File: src/rtl/i2c_rr_pkg.sv
package i2c_rr_pkg;

    localparam int ADDR_BITS = 7;
    localparam int BYTE_BITS = 8;
    localparam int BIT_IDX_W = $clog2(BYTE_BITS);
    localparam logic [1:0] LAST_STEP = 2'd3;

    // bus-level symbol executed by the engine, four steps each
    typedef enum logic [1:0] {
        SYM_START,
        SYM_RSTART,
        SYM_BIT,
        SYM_STOP
    } sym_e;

    typedef enum logic [1:0] {
        ERR_NONE     = 2'd0,
        ERR_ADDR_WR  = 2'd1,
        ERR_LOCATION = 2'd2,
        ERR_ADDR_RD  = 2'd3
    } fault_e;

    typedef enum logic [1:0] {
        PH_ADDR_WR,
        PH_LOCATION,
        PH_ADDR_RD,
        PH_DATA
    } phase_e;

    typedef enum logic [2:0] {
        SQ_IDLE,
        SQ_START,
        SQ_BYTE,
        SQ_ACK,
        SQ_RSTART,
        SQ_STOP
    } sq_e;

    typedef struct packed {
        logic scl;
        logic sda;
    } lines_t;

    typedef struct packed {
        sq_e                  state;
        phase_e               phase;
        logic [BIT_IDX_W-1:0] bitcnt;
        logic [BYTE_BITS-1:0] sh;
        fault_e               fault;
    } seq_t;

    localparam seq_t SEQ_RESET = '{
        state:  SQ_IDLE,
        phase:  PH_ADDR_WR,
        bitcnt: '0,
        sh:     '0,
        fault:  ERR_NONE
    };

    // Line levels for step st of a symbol.  prev is the SDA level the master
    // held before the symbol began; it is kept through the SCL falling step.
    function automatic lines_t step_lines(sym_e s, logic [1:0] st, logic txb, logic prev);
        lines_t l;
        l.scl = st[1];
        unique case (s)
            SYM_START: begin
                l.scl = 1'b1;
                l.sda = ~st[1];
            end
            SYM_RSTART: l.sda = (st != LAST_STEP);
            SYM_BIT:    l.sda = (st == 2'd0) ? prev : txb;
            default:    l.sda = (st == 2'd0) ? prev : (st == LAST_STEP);
        endcase
        return l;
    endfunction

    function automatic fault_e phase_fault(phase_e p);
        unique case (p)
            PH_ADDR_WR:  return ERR_ADDR_WR;
            PH_LOCATION: return ERR_LOCATION;
            PH_ADDR_RD:  return ERR_ADDR_RD;
            default:     return ERR_NONE;
        endcase
    endfunction

endpackage

File: src/rtl/rr_step_timer.sv
module rr_step_timer #(
    parameter int STEP_CYCLES = 4
) (
    input  logic clk,
    input  logic rst,
    input  logic restart,
    input  logic run,
    output logic tick
);
    localparam int CW = (STEP_CYCLES > 1) ? $clog2(STEP_CYCLES) : 1;
    localparam logic [CW-1:0] LAST = CW'(STEP_CYCLES - 1);

    logic [CW-1:0] cnt;

    assign tick = run && (cnt == LAST);

    always_ff @(posedge clk) begin
        if (rst || restart) begin
            cnt <= '0;
        end else if (run) begin
            cnt <= tick ? '0 : cnt + CW'(1);
        end
    end
endmodule

File: src/rtl/rr_symbol_engine.sv
module rr_symbol_engine
    import i2c_rr_pkg::*;
#(
    parameter int STEP_CYCLES = 4
) (
    input  logic clk,
    input  logic rst,
    input  logic go,
    input  sym_e sym_in,
    input  logic txb_in,
    input  logic sda_in,
    output logic scl_out,
    output logic sda_out,
    output logic sym_done,
    output logic rx_bit,
    output logic in_bit
);
    logic       active;
    logic       tick;
    logic [1:0] st;
    sym_e       sym_q;
    logic       txb_q;
    logic       prev_q;
    lines_t     first_lines;
    lines_t     next_lines;

    rr_step_timer #(.STEP_CYCLES(STEP_CYCLES)) i_timer (
        .clk     (clk),
        .rst     (rst),
        .restart (go),
        .run     (active),
        .tick    (tick)
    );

    assign sym_done = active && tick && (st == LAST_STEP);
    assign in_bit   = active && (sym_q == SYM_BIT);

    always_comb begin
        first_lines = step_lines(sym_in, 2'd0, txb_in, sda_out);
        next_lines  = step_lines(sym_q, st + 2'd1, txb_q, prev_q);
    end

    always_ff @(posedge clk) begin
        if (rst) begin
            active  <= 1'b0;
            st      <= 2'd0;
            sym_q   <= SYM_STOP;
            txb_q   <= 1'b1;
            prev_q  <= 1'b1;
            scl_out <= 1'b1;
            sda_out <= 1'b1;
            rx_bit  <= 1'b1;
        end else if (go) begin
            active  <= 1'b1;
            st      <= 2'd0;
            sym_q   <= sym_in;
            txb_q   <= txb_in;
            prev_q  <= sda_out;
            scl_out <= first_lines.scl;
            sda_out <= first_lines.sda;
        end else if (active && tick) begin
            if (st == LAST_STEP) begin
                active <= 1'b0;
            end else begin
                st      <= st + 2'd1;
                scl_out <= next_lines.scl;
                sda_out <= next_lines.sda;
                if (sym_q == SYM_BIT && st == 2'd1) begin
                    rx_bit <= sda_in;
                end
            end
        end
    end
endmodule

File: src/rtl/rr_sequencer.sv
module rr_sequencer
    import i2c_rr_pkg::*;
(
    input  logic                 clk,
    input  logic                 rst,
    input  logic                 req,
    input  logic [ADDR_BITS-1:0] slv_addr,
    input  logic [BYTE_BITS-1:0] mem_loc,
    input  logic                 sym_done,
    input  logic                 rx_bit,
    output logic                 go,
    output sym_e                 sym,
    output logic                 txb,
    output logic                 busy,
    output logic                 done,
    output fault_e               fault,
    output logic [BYTE_BITS-1:0] rd_data
);
    localparam logic [BIT_IDX_W-1:0] LAST_BIT = BIT_IDX_W'(BYTE_BITS - 1);

    seq_t                 cur;
    seq_t                 nx;
    logic [ADDR_BITS-1:0] addr_q;
    logic [BYTE_BITS-1:0] loc_q;
    logic                 accept;
    logic                 capture;

    always_comb begin
        nx      = cur;
        go      = 1'b0;
        accept  = 1'b0;
        capture = 1'b0;
        if (cur.state == SQ_IDLE) begin
            if (req) begin
                accept    = 1'b1;
                go        = 1'b1;
                nx.state  = SQ_START;
                nx.phase  = PH_ADDR_WR;
                nx.bitcnt = '0;
                nx.sh     = {slv_addr, 1'b0};
                nx.fault  = ERR_NONE;
            end
        end else if (sym_done) begin
            go = 1'b1;
            unique case (cur.state)
                SQ_START, SQ_RSTART: begin
                    nx.state  = SQ_BYTE;
                    nx.bitcnt = '0;
                end
                SQ_BYTE: begin
                    nx.sh     = {cur.sh[BYTE_BITS-2:0], rx_bit};
                    nx.bitcnt = cur.bitcnt + BIT_IDX_W'(1);
                    if (cur.bitcnt == LAST_BIT) begin
                        nx.state = SQ_ACK;
                    end
                end
                SQ_ACK: begin
                    if (cur.phase != PH_DATA && rx_bit) begin
                        nx.fault = phase_fault(cur.phase);
                        nx.state = SQ_STOP;
                    end else begin
                        unique case (cur.phase)
                            PH_ADDR_WR: begin
                                nx.phase = PH_LOCATION;
                                nx.sh    = loc_q;
                                nx.state = SQ_BYTE;
                            end
                            PH_LOCATION: begin
                                nx.phase = PH_ADDR_RD;
                                nx.sh    = {addr_q, 1'b1};
                                nx.state = SQ_RSTART;
                            end
                            PH_ADDR_RD: begin
                                nx.phase = PH_DATA;
                                nx.state = SQ_BYTE;
                            end
                            default: begin
                                capture  = 1'b1;
                                nx.state = SQ_STOP;
                            end
                        endcase
                    end
                end
                default: begin
                    go       = 1'b0;
                    nx.state = SQ_IDLE;
                end
            endcase
        end
    end

    always_comb begin
        unique case (nx.state)
            SQ_START:  sym = SYM_START;
            SQ_RSTART: sym = SYM_RSTART;
            SQ_STOP:   sym = SYM_STOP;
            default:   sym = SYM_BIT;
        endcase
        txb = (nx.state == SQ_BYTE && nx.phase != PH_DATA) ? nx.sh[BYTE_BITS-1] : 1'b1;
    end

    assign busy  = (cur.state != SQ_IDLE);
    assign fault = cur.fault;

    always_ff @(posedge clk) begin
        if (rst) begin
            cur     <= SEQ_RESET;
            addr_q  <= '0;
            loc_q   <= '0;
            rd_data <= '0;
            done    <= 1'b0;
        end else begin
            cur  <= nx;
            done <= (cur.state == SQ_STOP) && sym_done;
            if (accept) begin
                addr_q  <= slv_addr;
                loc_q   <= mem_loc;
                rd_data <= '0;
            end
            if (capture) begin
                rd_data <= cur.sh;
            end
        end
    end
endmodule

File: src/rtl/i2c_rand_read_master.sv
module i2c_rand_read_master
    import i2c_rr_pkg::*;
#(
    parameter int STEP_CYCLES = 4
) (
    input  logic                 clk,
    input  logic                 rst,
    input  logic                 req,
    input  logic [ADDR_BITS-1:0] slv_addr,
    input  logic [BYTE_BITS-1:0] mem_loc,
    input  logic                 sda_in,
    output logic                 scl_out,
    output logic                 sda_out,
    output logic                 busy,
    output logic                 done,
    output logic [1:0]           err_code,
    output logic [BYTE_BITS-1:0] rd_data
);
    logic   eng_go;
    sym_e   eng_sym;
    logic   eng_txb;
    logic   eng_done;
    logic   eng_rx;
    logic   bit_sym_active;
    fault_e fault;

    rr_sequencer i_seq (
        .clk      (clk),
        .rst      (rst),
        .req      (req),
        .slv_addr (slv_addr),
        .mem_loc  (mem_loc),
        .sym_done (eng_done),
        .rx_bit   (eng_rx),
        .go       (eng_go),
        .sym      (eng_sym),
        .txb      (eng_txb),
        .busy     (busy),
        .done     (done),
        .fault    (fault),
        .rd_data  (rd_data)
    );

    rr_symbol_engine #(.STEP_CYCLES(STEP_CYCLES)) i_eng (
        .clk      (clk),
        .rst      (rst),
        .go       (eng_go),
        .sym_in   (eng_sym),
        .txb_in   (eng_txb),
        .sda_in   (sda_in),
        .scl_out  (scl_out),
        .sda_out  (sda_out),
        .sym_done (eng_done),
        .rx_bit   (eng_rx),
        .in_bit   (bit_sym_active)
    );

    assign err_code = fault;
endmodule

File: config.mk
export PLATFORM = sky130hd
export DESIGN_NAME = i2c_rand_read_master
export DESIGN_NICKNAME = d
export VERILOG_FILES = /design/src/rtl/i2c_rr_pkg.sv /design/src/rtl/rr_step_timer.sv /design/src/rtl/rr_symbol_engine.sv /design/src/rtl/rr_sequencer.sv /design/src/rtl/i2c_rand_read_master.sv
export SDC_FILE = /design/constraint.sdc
export NUM_CORES = 1
export LEC_CHECK = 0
export CAP_MARGIN = 20
export CORE_MARGIN = 5
export CORE_UTILIZATION = 57
export DETAILED_ROUTE_END_ITERATION = 10
export DONT_BUFFER_PORTS = 1
export PLACE_DENSITY = 0.75
export SLEW_MARGIN = 0
export SYNTH_ARGS = -nofsm -noshare
export SYNTH_HDL_FRONTEND = slang
export SYNTH_SLANG_ARGS = --single-unit
File: constraint.sdc
create_clock -name clk -period 2.23 [get_ports clk]
set_input_delay 0.446 -clock clk [delete_from_list [all_inputs] [get_ports clk]]
set_output_delay 0.446 -clock clk [all_outputs]
set_load 0.02 [all_outputs]
# Word-level counts from Yosys, hierarchy flattened
# Cells that the tools add are included.
# W data, S select, Z words.
dict set report op_classes {
  n_addsub 3
  n_mul 0
  div_mod_pow 0
  n_lt_le_gt_ge 0
  eq_ne 27
  n_shift 0
  muxes 47
  bitwise_logic 3
  n_reduce_logical 36
}
# op n
set op_table {}
lappend op_table {{$mux W18} 3}
lappend op_table {{$pmux W8 S2} 2}
lappend op_table {{$mux W1} 25}
lappend op_table {{$mux W8} 3}
lappend op_table {{$pmux W2 S3} 3}
lappend op_table {{$eq A3 B3 Y1 const B} 5}
lappend op_table {{$ne A2 B2 Y1 const B} 6}
lappend op_table {{$pmux W3 S2} 2}
lappend op_table {{$reduce_bool A2 Y1} 6}
lappend op_table {{$eq A2 B2 Y1 const B} 5}
lappend op_table {{$mux W2} 5}
lappend op_table {{$eq A3 B2 Y1 const B} 3}
lappend op_table {{$pmux W3 S3} 1}
lappend op_table {{$reduce_bool A3 Y1} 3}
lappend op_table {{$eq A2 B1 Y1 const B} 4}
lappend op_table {{$logic_not A2 Y1} 4}
lappend op_table {{$reduce_and A4 Y1} 2}
lappend op_table {{$reduce_or A2 Y1} 4}
lappend op_table {{$logic_and A1 B1 Y1} 7}
lappend op_table {{$eq A3 B1 Y1 const B} 2}
lappend op_table {{$mux W3} 2}
lappend op_table {{$reduce_and A2 Y1} 3}
lappend op_table {{$reduce_and A3 Y1} 2}
lappend op_table {{$reduce_and A5 Y1} 1}
lappend op_table {{other kinds (10)} 13}
dict set report totals {
  register_bits 54
  latchBits 0
  ram_bits 0
  mem_bits_ro 0
  in_bits 19
  output_inout_bits 14
  elab_cells 135
  memories 0
}

# Logic depth before layout (Yosys ltp)
# Gate-level depths: netlist of run 1.
dict set report logic_depth {
  ltp_word 13
  ltp_mapped 8
  ltp_nobuf 7
}

# Modules after synthesis
# A second synthesis of run 1 with hierarchy kept.
dict set report hier_totals {
  hier_cells 317
  hier_area_um2 2777.7
}
# module n_inst cells_per_inst area_per_inst_um2 seq_area_each_um2
set by_module_without_submodules {}
lappend by_module_without_submodules {rr_sequencer 1 255 2167.1 840.8}
lappend by_module_without_submodules {rr_symbol_engine 1 53 509.2 200.2}
lappend by_module_without_submodules {rr_step_timer 1 9 101.3 40.0}

# Least setup slack after synthesis of run 1
# Ideal clock, no wire load.
dict set report synth_timing {
  path_type {reg-to-reg}
  startpoint {register i_seq.cur[13] in the netlist's numbering}
  endpoint {register i_eng.sym_q[1]}
  setup_time_ns 0.122
  arrival_time_ns 1.961
  required_time_ns 2.108
  path_slack_ns 0.147
  stages_incl_launch_ff 9
  path_buffers 1
  path_cell_list {dfxtp_1 -> inv_1 -> ha_1 -> buf_2 -> or2_2 -> a21oi_1 -> a21oi_1 -> or2_2 -> o32a_1}
}
dict set report synth_between {
  elab_chain_len 9
  word_cells_on_any_way 15
}
# item line
set synth_rtl {}
lappend synth_rtl {{start: declaration} rr_sequencer.sv:21} ;# seq_t cur;
lappend synth_rtl {{start signal: assignment} rr_sequencer.sv:113} ;# cur <= nx;
lappend synth_rtl {{$eq A2 B2 Y1 or $logic_not A2 Y1 (tied branches)} rr_sequencer.sv:62} ;# unique case (cur.phase)
lappend synth_rtl {{$reduce_or A2 Y1 (no line)} --}
lappend synth_rtl {{$pmux W3 S2} rr_sequencer.sv:62}
lappend synth_rtl {{$mux W3 (*)} rr_sequencer.sv:58} ;# if (cur.phase != PH_DATA && rx_bit) begin
lappend synth_rtl {{$pmux W3 S3 (*)} rr_sequencer.sv:45} ;# unique case (cur.state)
lappend synth_rtl {{$mux W18 (*)} rr_sequencer.sv:43} ;# end else if (sym_done) begin
lappend synth_rtl {{$mux W18 (*)} rr_sequencer.sv:33} ;# if (cur.state == SQ_IDLE) begin
lappend synth_rtl {{$eq A3 B3 Y1 or $eq A3 B1 Y1 (tied branches)} rr_sequencer.sv:93} ;# unique case (nx.state)
lappend synth_rtl {{$pmux W2 S3 (*)} rr_sequencer.sv:93}
lappend synth_rtl {{end signal: assignment} rr_symbol_engine.sv:56} ;# sym_q <= sym_in;
lappend synth_rtl {{end: declaration} rr_symbol_engine.sv:21} ;# sym_e sym_q;
# Mark *: on every way between the ends. The rest lies on a longest branch, timed or not. The select of a mux whose other input is x is not followed.
# A chain may end at the register's enable or synchronous reset.

# Final worst setup path of run 1
dict set report layout_timing {
  startpoint {register i_seq.cur[14] in the netlist's numbering}
  endpoint {register i_eng.sym_q[1]}
}
# Same word-level chain as after synthesis.

==> summary.txt, run 1 <==
DR WL met3 = 462 um
1st-iter DRT viols = 294
CP Capture Type = register
fill cell total of the finished layout = 410
Post-synth EDFFs = 0
gpl congestion = 0.9035
CTS max path bufs = 2
Clock Pin Slew Worst Setup and Hold Paths = 0.10 ns
DIE WIDTH = 78.80 um
critical path data arrival time = 2.27 ns
clk_lat worst skew = 0.31 ns
IO Port Bufs = 0
sequential power share = 0.559
total grt overflow = 0
worst vdd ir = 0.3935 mV
RSZ-0062 raised after global routing = no
Pwr per Cell Area = 646.0 nW/um2
Relative slew margins = 0.5588
Sum Neg Setup Slack = 0 ns
Switch Pwr = 0.4461 mW
clk_skew = 0.01020 ns
hpwl dp = 4.293 mm
Final Setup Violations = 0
DR pass1 iterations = 5
switching fraction of total power = 0.2402
# diodes = 0
H-tree Lvls = 2
area leader, netlist = dfxtp_1
post-route insts no fill = 375
routed len/inst = 16.12 um
share of layout cells above drive strength 1 = 0.1121
final core utilization = 0.6169
Inst Count DP = 367
top post-synthesis cells by count = nand2_1 (57), dfxtp_1 (54), a21oi_1 (33)
#FFs+latches synth = 54
Worst Tran Pin Value = 0.6609 ns
M1 wire length = 2.923 mm
Tcrit/Tclk final = 0.9257
Netlist cell types = 49
part of the power in the clock network = 0.357
internal power = 1.411 mW
total power = 1.857 mW
CTS tree = yes
Cells after Synth = 325
Slew Limit Fails = 0
Seq/Total Area, Yosys = 0.4007
antenna violations before repair = 0
DP Worst Slack = 0.1864 ns
Vias = 2292
Die Height = 78.80 um
Via density = 6.112
status = complete, no violations
Syn-to-layout area delta = 6.586%
Starting Density = 0.5788
Achievable Freq = 484.4 MHz
first-pass GRT wire length = 10.30 mm
Min-Delay Path Class = in2reg
top cells by area, synth = dfxtp_1 (40%), nand2_1 (7.9%), a21oi_1 (6.1%), ha_1 (6.0%), nor2_1 (3.8%)
asr flop ratio synth = 0
post-synth top area share = 0.4007
Primary FF master, synth = dfxtp_1
required time worst endpoint = 2.44 ns
syn nets = 357
Netlist Area Pre-Place = 2698 um2
final WL = 6.045 mm
final worst slack = 0.1658 ns
post-route DRC violation count = 0
TritonCTS Sinks = 54
WS Path Type = reg2reg
Post-DRT Antenna Nets = 0
CTS Buf Count = 5
Synth warnings = 0
Hold Vio Cnt, Final = 0
Syn Area/Cell = 8.300 um2
type of origin of the critical path = register
Final min period = 2.064 ns
uppermost routed layer = met4
core area = 4661 um2
P_leak = 1.085 nW
Nets = 352
largest net degree at the start of global routing = 50
met2 wire length = 2.583 mm
GRT Total Usage = 0.2091
worst-path fanout max = 5
count leader, synth = nand2_1
root buffer cell = clkbuf_8
Die ar. = 6209 um2
Core Rows = 25
Top Ports = 33
Comb pwr share = 0.084
Max Cap Violations = 0
vias in the first global route = 2136
==> registers in the layout, indices dropped and copies added, names as in the netlist <==
register,cells
i_eng.active,1
i_eng.scl_out,1
i_seq.cur,16
i_eng.rx_bit,1
i_eng.sda_out,1
i_eng.i_timer.cnt,2
i_eng.sym_q,2
i_eng.txb_q,1
i_seq.addr_q,7
i_seq.done,1
i_eng.prev_q,1
i_seq.fault,2
i_seq.rd_data,8
i_seq.loc_q,8
i_eng.st,2
==> power groups by stage <==
stage          sequential [mW]  clock [mW]  combinational [mW]
2_1_floorplan             1.04           0               0.140
3_3_place_gp              1.06           0               0.152
3_5_place_dp              1.06           0               0.155
4_1_cts                   1.04       0.679               0.155
5_1_grt                   1.04       0.718               0.177
6_report                  1.04       0.663               0.155
==> layout by cell type (no fill, tap or decap), types with 3 or more instances in the layout <==
master,count
clkbuf_8,5
dfxtp_1,54
a211o_1,3
o21ai_0,14
mux2i_1,5
a31oi_1,4
a211oi_1,3
buf_4,10
a21oi_1,32
mux2_2,3
nand2_1,57
nand3b_1,3
ha_1,13
nor3_1,6
nor2_1,27
a222oi_1,7
nand2b_1,4
or2_2,3
or3_1,4
a22oi_1,6
inv_1,8
nand3_1,11
and3_1,3
==> layer usage <==
layer | global-route usage | up-vias
li1 | - | 1133
met1 | 0.2981 | 1052
met2 | 0.3115 | 100
met3 | 0.04762 | 7
met4 | 0.06818 | 0
met5 | 0 | -
==> worst paths after layout <==
path                               startpoint                to  slack (ns)  cells past startpoint
worst max register to register  i_seq.cur[14]    i_eng.sym_q[1]        0.17                      7
worst min-delay path                      rst      i_eng.active        0.19                      1
worst min register to register   i_seq.cur[9]  i_seq.rd_data[7]        0.46                      2
worst max-delay path            i_seq.cur[14]    i_eng.sym_q[1]        0.17                      7
==> metrics by stage <==
| step | cell area [um2] | hold slack (ns) |
|---|---|---|
| floorplan | 2698 | 0.4319 |
| global placement | 2759 | 0.4361 |
| detailed placement | 2759 | 0.4389 |
| CTS | 2872 | 0.1841 |
| global route | 2875 | 0.1780 |
| finish | 2875 | 0.1931 |
==> cell families (layout without fill, tap and decap cells) <==
group / Yosys count / count (layout) / share of synthesized area
simple gates: 133 / 133 / 0.2449
compound gates: 83 / 83 / 0.2004
flops: 54 / 54 / 0.4007
buf+inv: 32 / 28 / 0.05612
fa+ha+maj: 13 / 13 / 0.06030
mux: 8 / 8 / 0.03108
xor+xnor: 2 / 2 / 0.006495
==> worst max-delay path, stage by stage (launching register included) <==
cell     delay [ns]
dfxtp_1        0.40
inv_1          0.13
ha_1           0.21
or2_2          0.31
a21oi_1        0.20
a21oi_1        0.09
or2_2          0.31
o32a_1         0.32
==> area by class of cell <==
type	instances	area [um2]	area share
multi-input cells	239	1469	0.5109
flip-flops and latches	54	1081	0.3760
repair buffers	12	115.1	0.04003
clock buffers	5	68.82	0.02393
well taps	54	67.56	0.02350
clock inverters	3	43.79	0.01523
inverters	8	30.03	0.01044
==> timing repair <==
action / in CTS / in global routing
setup buffers: 0 / 0
endpoints found under the setup margin: 0 / 1
hold buffers: 0 / 0
resized for setup: 0 / 1
Power figures use the tool's default switching activity.
==> inputs of run 2 (changes only) <==
--- a/config.mk
+++ b/config.mk
@@ -7,10 +7,11 @@
 export LEC_CHECK = 0
 export CAP_MARGIN = 20
 export CORE_MARGIN = 5
-export CORE_UTILIZATION = 57
+export CORE_UTILIZATION = 59
+export CTS_BUF_LIST = sky130_fd_sc_hd__clkbuf_8
 export DETAILED_ROUTE_END_ITERATION = 10
 export DONT_BUFFER_PORTS = 1
-export PLACE_DENSITY = 0.75
+export PLACE_DENSITY_LB_ADDON = 0.12
 export SLEW_MARGIN = 0
 export SYNTH_ARGS = -nofsm -noshare
 export SYNTH_HDL_FRONTEND = slang
==> summary.txt, run 2 (synthesis results as in run 1) <==
status = complete, no violations
Top Ports = 33
Sum Neg Setup Slack = 0 ns
critical path data arrival time = 2.29 ns
max incr delay on CP = 0.42 ns
Tcrit/Tclk final = 0.9431
slowest CP cell = dfxtp_1
Hold Vio Cnt, Final = 0
GRT Total Usage = 0.1986
Achievable Freq = 475.5 MHz
WS Path Type = reg2reg
CTS Buf Count = 5
CTS tree = yes
Area after DPL = 2731 um2
first-pass GRT wire length = 10.02 mm
share of layout cells above drive strength 1 = 0.1153
cell family with most CP delay = simple AND/OR/NAND/NOR gates
Final Setup Violations = 0
max reg flops = 16
Final min period = 2.103 ns
Slew Limit Fails = 0
final WL = 6.111 mm
P_leak = 1.074 nW
hpwl dp = 4.425 mm
DR pass1 iterations = 5
largest net degree at the start of global routing = 50
root buffer cell = clkbuf_8
worst-path fanout max = 5
Worst Tran Pin Value = 0.6650 ns
total power = 1.873 mW
Vias = 2292
required time worst endpoint = 2.42 ns
most common cell after layout, fill and taps aside = nand2_1
DIE WIDTH = 77.62 um
clk_skew = 0.01027 ns
Max Cap Violations = 0
CTS Hold Bufs = 0
vias in the first global route = 2021
IO Port Bufs = 0
core area = 4384 um2
worst vdd ir = 0.4345 mV
total grt overflow = 0
Relative slew margins = 0.5561
Nets = 352
Pwr per Cell Area = 655.6 nW/um2
Top reg by flops = i_seq.cur
1st-iter DRT viols = 279
CTS max path bufs = 2
Inst Count DP = 365
Post-DRT Antenna Nets = 0
Die Height = 77.62 um
biggest regs = i_seq.cur x16, i_seq.loc_q x8, i_seq.rd_data x8
gpl congestion = 0.8591
Syn-to-layout area delta = 5.891%
most frequent cells in the layout = nand2_1 (57), dfxtp_1 (53), a21oi_1 (33)
routed len/inst = 16.38 um
TritonCTS Sinks = 54
type of origin of the critical path = register
antenna violations before repair = 0
CP Buf/Inv Count = 1
post-route insts no fill = 373
Via density = 6.145
clk_lat worst skew = 0.30 ns
H-tree Lvls = 2
Starting Density = 0.6153
Final Cell Area = 2856 um2
crit path cell chain = inv_1, ha_1, or2_2, a21oi_1, a21oi_1, or2_2, o32a_1
post-route DRC violation count = 0
Core Rows = 24
RSZ-0062 raised after global routing = no
CP Capture Type = register
# diodes = 0
Clock Pin Slew Worst Setup and Hold Paths = 0.10 ns
Min-Delay Path Class = in2reg
Die ar. = 6024 um2
run 2: cell count changes in the layout (fill, tap and decap cells not counted):
cell      change
clkinv_2      -1
clkbuf_8      +1
dfxtp_1       -1
ha_2          +1
a21oi_1       +1
buf_4         +2
buf_12        -2
a21oi_2       -1
dfxtp_2       +1
ha_1          -1
run 2: through the flow:
stage | hold slack [ns] | util | worst slack [ns]
floorplan | 0.4319 | - | 0.1471
global placement | 0.4381 | 0.6230 | 0.1916
detailed placement | 0.4428 | 0.6230 | 0.1354
CTS | 0.1972 | 0.6507 | 0.1163
global route | 0.1926 | 0.6515 | 0.0004183
finish | 0.2117 | 0.6515 | 0.1269
run 2: path summary, 6_finish.rpt:
kind,from,depth (start not counted),slack [ns],to
max,i_seq.cur[14],7,0.13,i_eng.sym_q[1]
min reg2reg,i_seq.addr_q[4],2,0.46,i_seq.addr_q[4]
min,rst,1,0.21,i_seq.loc_q[1]
max reg2reg,i_seq.cur[14],7,0.13,i_eng.sym_q[1]
run 2: final cells by class:
cell class / count / area, um2
clock inverters: 2 / 38.79
fillers: 395 / 1528
repair buffers: 12 / 90.09
well taps: 52 / 65.06
clock buffers: 6 / 82.58
multi-input cells: 239 / 1468
flip-flops and latches: 54 / 1082
inverters: 8 / 30.03
run 2: what timing repair did:
item | CTS | global route
resized for setup | 0 | 2
setup endpoints to repair | 0 | 1
buffers inserted | 0 | 0
run 2: worst register-to-register path, stage by stage (launching register included):
cell and delay [ns]:
dfxtp_1 0.42, inv_1 0.13, ha_1 0.21, or2_2 0.32, a21oi_1 0.19, a21oi_1 0.09, or2_2 0.32, o32a_1 0.33
run 2: per-layer routing:
metal	global-route usage	up-vias	wire (um)
met5	0	-	0
met1	0.3126	1065	2997
li1	-	1135	-
met2	0.2796	84	2632
met3	0.04167	8	427
met4	0.03436	0	53
run 2: where the power goes:
part           total, mW  switching [mW]  internal [mW]  leakage (nW)
clock network      0.682           0.313          0.370        0.0618
logic              0.152          0.0808         0.0709         0.572
registers           1.04          0.0393           1.00         0.441
total               1.87           0.433           1.44          1.07
